===== src/rtl/ctl3w_pkg.sv =====
package ctl3w_pkg;
  localparam int WORD_W       = 24;
  localparam int SEL_W        = 2;
  localparam int MAIN_W       = 12;
  localparam int SWAL_W       = 5;
  localparam int BOOST_W      = 5;
  localparam int REF_W        = 16;
  localparam int SPARE_W      = 3;
  localparam int TEST_W       = 2;
  localparam int DMP_SHIFT    = 5;   // dual-modulus prescaler = 2**DMP_SHIFT
  localparam int REFPRE_SHIFT = 2;   // fixed reference prescaler = 2**REFPRE_SHIFT
  localparam int PAY_W        = WORD_W - SEL_W;
  localparam int NTOT_W       = MAIN_W + DMP_SHIFT;
  localparam int RTOT_W       = REF_W + REFPRE_SHIFT;
  localparam int DIV_W        = MAIN_W + SWAL_W + BOOST_W;
  localparam int REFL_W       = REF_W + 1 + TEST_W;

  typedef enum logic [SEL_W-1:0] {
    DEST_DIV  = 2'b00,
    DEST_REF  = 2'b01,
    DEST_RSV2 = 2'b10,
    DEST_RSV3 = 2'b11
  } dest_e;

  typedef struct packed {
    logic [MAIN_W-1:0]  main_cnt;
    logic [SWAL_W-1:0]  swal_cnt;
    logic [BOOST_W-1:0] boost;
  } div_pay_t;

  typedef struct packed {
    logic [REF_W-1:0]   ref_cnt;
    logic [SPARE_W-1:0] spare;
    logic               lock_en;
    logic [TEST_W-1:0]  test;
  } ref_pay_t;

  // loop division: P*M + S with P a power of two
  function automatic logic [NTOT_W-1:0] n_total(input logic [MAIN_W-1:0] m,
                                                input logic [SWAL_W-1:0] s);
    logic [NTOT_W-1:0] scaled;
    scaled = {m, {DMP_SHIFT{1'b0}}};
    return scaled + NTOT_W'(s);
  endfunction

  // reference division: fixed prescaler times counter
  function automatic logic [RTOT_W-1:0] r_total(input logic [REF_W-1:0] r);
    return {r, {REFPRE_SHIFT{1'b0}}};
  endfunction
endpackage


===== src/rtl/ctl3w_sync.sv =====
module ctl3w_sync #(
  parameter int STAGES = 2,
  parameter int W      = 3
) (
  input  logic         clk,
  input  logic         rst_n,
  input  logic [W-1:0] d,
  output logic [W-1:0] q
);
  logic [W-1:0] st [STAGES];

  generate
    for (genvar g = 0; g < STAGES; g++) begin : g_stage
      if (g == 0) begin : g_first
        always_ff @(posedge clk or negedge rst_n)
          if (!rst_n) st[g] <= '0;
          else        st[g] <= d;
      end else begin : g_next
        always_ff @(posedge clk or negedge rst_n)
          if (!rst_n) st[g] <= '0;
          else        st[g] <= st[g-1];
      end
    end
  endgenerate

  assign q = st[STAGES-1];
endmodule


===== src/rtl/ctl3w_shreg.sv =====
module ctl3w_shreg #(
  parameter int WORD_W = 24
) (
  input  logic              clk,
  input  logic              rst_n,
  input  logic              sclk_s,
  input  logic              sdat_s,
  input  logic              sle_s,
  output logic              shift_evt,
  output logic              le_rise,
  output logic [WORD_W-1:0] word
);
  logic sclk_q;
  logic sle_q;

  always_ff @(posedge clk or negedge rst_n)
    if (!rst_n) begin
      sclk_q <= 1'b0;
      sle_q  <= 1'b0;
    end else begin
      sclk_q <= sclk_s;
      sle_q  <= sle_s;
    end

  // serial clock edges count only while the strobe is low
  assign shift_evt = sclk_s & ~sclk_q & ~sle_s;
  assign le_rise   = sle_s & ~sle_q;

  always_ff @(posedge clk or negedge rst_n)
    if (!rst_n)         word <= '0;
    else if (shift_evt) word <= {word[WORD_W-2:0], sdat_s};
endmodule


===== src/rtl/ctl3w_field_latch.sv =====
module ctl3w_field_latch #(
  parameter int         W     = 8,
  parameter int         SEL_W = 2,
  parameter logic [1:0] CODE  = 2'b00
) (
  input  logic             clk,
  input  logic             rst_n,
  input  logic             le_rise,
  input  logic [SEL_W-1:0] sel,
  input  logic [W-1:0]     d,
  output logic [W-1:0]     q,
  output logic             load
);
  logic hit;
  assign hit = le_rise && (sel == SEL_W'(CODE));

  always_ff @(posedge clk or negedge rst_n)
    if (!rst_n) begin
      q    <= '0;
      load <= 1'b0;
    end else begin
      load <= hit;
      if (hit) q <= d;
    end
endmodule


===== src/rtl/ctl3w_top.sv =====
module ctl3w_top
  import ctl3w_pkg::*;
#(
  parameter int SYNC_STAGES = 2
) (
  input  logic              clk,
  input  logic              rst_n,
  input  logic              ser_clk,
  input  logic              ser_data,
  input  logic              ser_le,
  output logic [MAIN_W-1:0] main_cnt,
  output logic [SWAL_W-1:0] swal_cnt,
  output logic [BOOST_W-1:0] boost_lvl,
  output logic [NTOT_W-1:0] n_div_total,
  output logic [REF_W-1:0]  ref_cnt,
  output logic              lock_det_en,
  output logic [TEST_W-1:0] test_bits,
  output logic [RTOT_W-1:0] ref_div_total,
  output logic              div_load,
  output logic              ref_load
);
  logic [2:0]        ser_s;
  logic              le_s;
  logic              shift_evt;
  logic              le_rise;
  logic [WORD_W-1:0] sr_word;
  logic [SEL_W-1:0]  sel_code;
  div_pay_t          div_in;
  ref_pay_t          ref_in;
  logic [DIV_W-1:0]  div_q;
  logic [REFL_W-1:0] ref_q;

  ctl3w_sync #(.STAGES(SYNC_STAGES), .W(3)) u_sync (
    .clk(clk), .rst_n(rst_n),
    .d({ser_clk, ser_data, ser_le}),
    .q(ser_s)
  );

  assign le_s = ser_s[0];

  ctl3w_shreg #(.WORD_W(WORD_W)) u_shreg (
    .clk(clk), .rst_n(rst_n),
    .sclk_s(ser_s[2]), .sdat_s(ser_s[1]), .sle_s(le_s),
    .shift_evt(shift_evt), .le_rise(le_rise), .word(sr_word)
  );

  // destination code sits in the last two bits received
  assign sel_code = sr_word[SEL_W-1:0];
  assign div_in   = div_pay_t'(sr_word[WORD_W-1:SEL_W]);
  assign ref_in   = ref_pay_t'(sr_word[WORD_W-1:SEL_W]);

  ctl3w_field_latch #(.W(DIV_W), .SEL_W(SEL_W), .CODE(DEST_DIV)) u_div_latch (
    .clk(clk), .rst_n(rst_n), .le_rise(le_rise), .sel(sel_code),
    .d({div_in.main_cnt, div_in.swal_cnt, div_in.boost}),
    .q(div_q), .load(div_load)
  );

  ctl3w_field_latch #(.W(REFL_W), .SEL_W(SEL_W), .CODE(DEST_REF)) u_ref_latch (
    .clk(clk), .rst_n(rst_n), .le_rise(le_rise), .sel(sel_code),
    .d({ref_in.ref_cnt, ref_in.lock_en, ref_in.test}),
    .q(ref_q), .load(ref_load)
  );

  assign {main_cnt, swal_cnt, boost_lvl}  = div_q;
  assign {ref_cnt, lock_det_en, test_bits} = ref_q;

  assign n_div_total   = n_total(main_cnt, swal_cnt);
  assign ref_div_total = r_total(ref_cnt);
endmodule


===== config.mk =====
export PLATFORM = sky130hd
export DESIGN_NAME = ctl3w_top
export DESIGN_NICKNAME = d
export VERILOG_FILES = /design/src/rtl/ctl3w_pkg.sv /design/src/rtl/ctl3w_sync.sv /design/src/rtl/ctl3w_shreg.sv /design/src/rtl/ctl3w_field_latch.sv /design/src/rtl/ctl3w_top.sv
export SDC_FILE = /design/constraint.sdc
export NUM_CORES = 1
export LEC_CHECK = 0
export BUFFER_PORTS_ARGS = -buffer_cell sky130_fd_sc_hd__buf_2
export CAP_MARGIN = 25
export CORE_ASPECT_RATIO = 1.4
export CORE_MARGIN = 2
export CORE_UTILIZATION = 50
export CTS_CLUSTER_SIZE = 40
export DETAILED_ROUTE_END_ITERATION = 16
export GPL_TIMING_DRIVEN = 0
export PLACE_DENSITY = 0.77
export SETUP_SLACK_MARGIN = 0.05
export SLEW_MARGIN = 20
export SYNTH_ARGS = -nofsm -noshare
export SYNTH_HDL_FRONTEND = slang
export SYNTH_SLANG_ARGS = --single-unit

===== constraint.sdc =====
create_clock -name clk -period 2.2 [get_ports clk]
set_input_delay 0.22 -clock clk [delete_from_list [all_inputs] [get_ports clk]]
set_output_delay 0.22 -clock clk [all_outputs]
set_load 0.01 [all_outputs]

==> impl_metrics.json <==
{
  "cts-buffers-inserted": 9,
  "clk_transition_reported_paths_ps": 70,
  "design.portCount": 83,
  "detail_route.first_pass.iterations": 4,
  "drive_above_1_share": 0.714,
  "synth.area.mux_share": 0.246,
  "timing.critical_path.required_ps": 2420,
  "routed_antenna_nets": 0,
  "yosysSeqAreaShare": 0.632,
  "post_route_clock_skew_ps": 9.27,
  "detailedPlace.worstSlack_ps": 578,
  "internal_power_consumption_mw": 2.57,
  "avgViaCountPerCell": 4.78,
  "max_cap_violations": 0,
  "finalCritPeriodShare": 0.733,
  "post_synthesis_share_of_cell_area_spent_on_full_adders_half_adders_and_majority_gates": 0,
  "grt_ovf": 0,
  "port-buffer-count": 80,
  "rsz0062_at_grt": "false",
  "seq_power_share": 0.494,
  "clock_tree.root_cell": "clkbuf_8",
  "power.density_cell_area_nw_per_um2": 885,
  "grt_first_pass_wirelength_um": 7910,
  "signed_area_change_from_the_synthesized_netlist_to_the_final_layout_pct": 27.0,
  "dpl.hpwl_um": 3390,
  "placeableCoreArea_sq_um": 5780,
  "number_of_vias_in_the_routed_layout": 1707,
  "tritoncts_sink_count": 75,
  "post_synth_instance_area_sq_um": 2970,
  "xor_and_xnor_fraction_of_the_mapped_netlist_area": 0,
  "insertion_delay_ps": 340,
  "antenna_cells_inserted": 0,
  "p_sw_mw": 0.772,
  "timing.final.max_slew_violations": 0,
  "fmaxAchievable_mhz": 620,
  "cts_max_path_buffers": 2,
  "vias_in_the_first_global_route": 1639,
  "critPathMaxFanout": 10,
  "die-width_um": 69.2,
  "finalSetupViolCount": 0,
  "postRouteWirelength_um": 4940,
  "cts_max_level": 3,
  "status": "complete, no violations",
  "post-cts-setup-buffers": 0,
  "main_combinational_cell_family_by_area_after_synthesis": "multiplexers",
  "number_of_antenna_violations_at_the_first_check_in_global_routing": 0,
  "power_frac_comb": 0.131,
  "row_count": 33,
  "critical_path_s_slowest_cell": "nor4b_4",
  "detailedRoute.firstIterationViolations": 67,
  "crit_path_max_incr_delay_ps": 490,
  "synth-simple-area-share": 0.0164,
  "effective_utilization_at_floorplan": 0.514,
  "syn-instance-count": 185,
  "floorplan.die_area_sq_um": 6580,
  "cts_tree": "built",
  "clock_power_share": 0.375,
  "arrival_ps": 1830,
  "final_critical_path_time_including_i_o_delays_and_setup_ps": 1610,
  "layout.nets": 287,
  "globalplace.congestion": 0.682,
  "final.setup.worst_slack_ps": 588,
  "path_class": "register to register",
  "timing.critical_path.to_type": "register",
  "startpoint_class": "register",
  "leakage_nw": 2.17,
  "chipHeight_um": 95.2,
  "wl_per_cell_um": 13.8,
  "grtUsageTotal": 0.157,
  "drt_drc_violations_left": 0,
  "worst-r2r-cell-count": 3,
  "compound_gate_fraction_of_synth_area": 0,
  "final_non_filler_cells": 357,
  "hold_viol": 0,
  "grt_max_degree": 59,
  "synth-warning-count": 0,
  "irDropWorstVdd_mv": 0.840,
  "postSynthAreaPerCell_sq_um": 16.1,
  "n_fill_cell": 442,
  "synth_seq_cells": 75,
  "power_switching_share": 0.231,
  "synthDistinctLibCells": 9,
  "cp_cell_sequence": "nor4b_4 -> buf_6 -> mux2_2",
  "worst_hold_path_type": "input pin to async pin",
  "setup_tns_ps": 0,
  "placed_cells_incl_taps": 337
}
## state kept, by name, indices dropped and copies added, names as in the netlist
signal	cells
u_div_latch.load	1
u_div_latch.q	22
u_ref_latch.load	1
u_ref_latch.q	19
u_shreg.sclk_q	1
u_shreg.sle_q	1
u_shreg.word	24
u_sync.q	3
u_sync.st	3
## power by group through the flow
stage               registers, mW  logic, mW  clock network (mW)
floorplan                    1.69      0.230                   0
CTS                          1.65      0.448                1.29
global route                 1.67      0.474                1.34
finish                       1.65      0.437                1.25
global placement             1.67      0.421                   0
detailed placement           1.68      0.438                   0
## stage by stage
stage / power [mW] / hold slack, ps / cell area (sq um) / utilization
final: 3.34 / 314 / 3770 / 0.653
after global routing: 3.49 / 300 / 3770 / 0.653
after CTS: 3.39 / 286 / 3770 / 0.653
after detailed placement: 2.11 / 112 / 3490 / 0.604
after global placement: 2.09 / 328 / 3460 / 0.599
after floorplan: 1.92 / -75.6 / 2980 / -
## timing repair
item                      in CTS  in global routing
hold buffers                   4                  0
resized for setup              0                  0
hold endpoints to repair      20                  0
## Yosys cell counts
| library cell | instances | share of area |
|---|---|---|
| dfrtp_1 | 75 | 0.63 |
| mux2_2 | 65 | 0.25 |
| buf_4 | 37 | 0.093 |
| buf_2 | 2 | 0.0034 |
| buf_6 | 2 | 0.0076 |
| and4bb_2 | 1 | 0.0042 |
| conb_1 | 1 | 0.0013 |
| nor3b_2 | 1 | 0.0042 |
| nor4b_4 | 1 | 0.0080 |
## per-layer routing
layer  GRT usage  up-vias  routed length (um)
li1            -      788                   -
met1       0.185      862                1990
met2       0.260       55                2630
met3      0.0550        2                 286
met4      0.0735        0                  42
met5           0        -                   0
## cells in the final DEF, fill, tap and decap left out
| cell | n |
|---|---|
| buf_2 | 81 |
| dfrtp_1 | 75 |
| mux2_2 | 65 |
| buf_4 | 38 |
| clkbuf_8 | 10 |
| dlygate4sd3_1 | 4 |
| bufinv_16 | 3 |
| buf_6 | 2 |
| conb_1 | 2 |
| clkinv_2 | 2 |
| nor3b_2 | 1 |
| nor4b_4 | 1 |
| and4bb_2 | 1 |
| clkbuf_1 | 1 |
| buf_16 | 1 |
## area by class of cell
type                            count  area (sq um)  share of cell area
Sequential cell                    75          1880               0.497
Timing Repair Buffer               85           470               0.125
Buffer                             41           310              0.0822
Tap cell                           70          87.6              0.0232
Clock buffer                       11           141              0.0375
Clock inverter                      5           100              0.0265
Multi-Input combinational cell     70           788               0.209
## cells by family (layout without fill, tap and decap cells)
logic type             Yosys count  count (layout)
and+or+nand+nor                  3               3
DFF                             75              75
buffers and inverters           41             142
other                            1               2
muxes                           65              65
## critical path, delay by kind of cell (launching register included)
kind,cells,cell delay [ps]
buf+inv,1,230
flops,1,430
mux,1,340
simple gates,1,490
## worst paths after layout
check                                start  slack, ps                 to
max                        u_shreg.word[1]        590   u_div_latch.q[8]
min                                  rst_n        310       u_sync.st[3]
max reg2reg                u_shreg.word[1]        590   u_div_latch.q[8]
min reg2reg                   u_sync.st[4]        350        u_sync.q[1]
max in group asynchronous            rst_n       1340  u_div_latch.q[21]
min in group clk              u_sync.st[4]        350        u_sync.q[1]
Note: power is estimated with default switching activity, not from simulation.
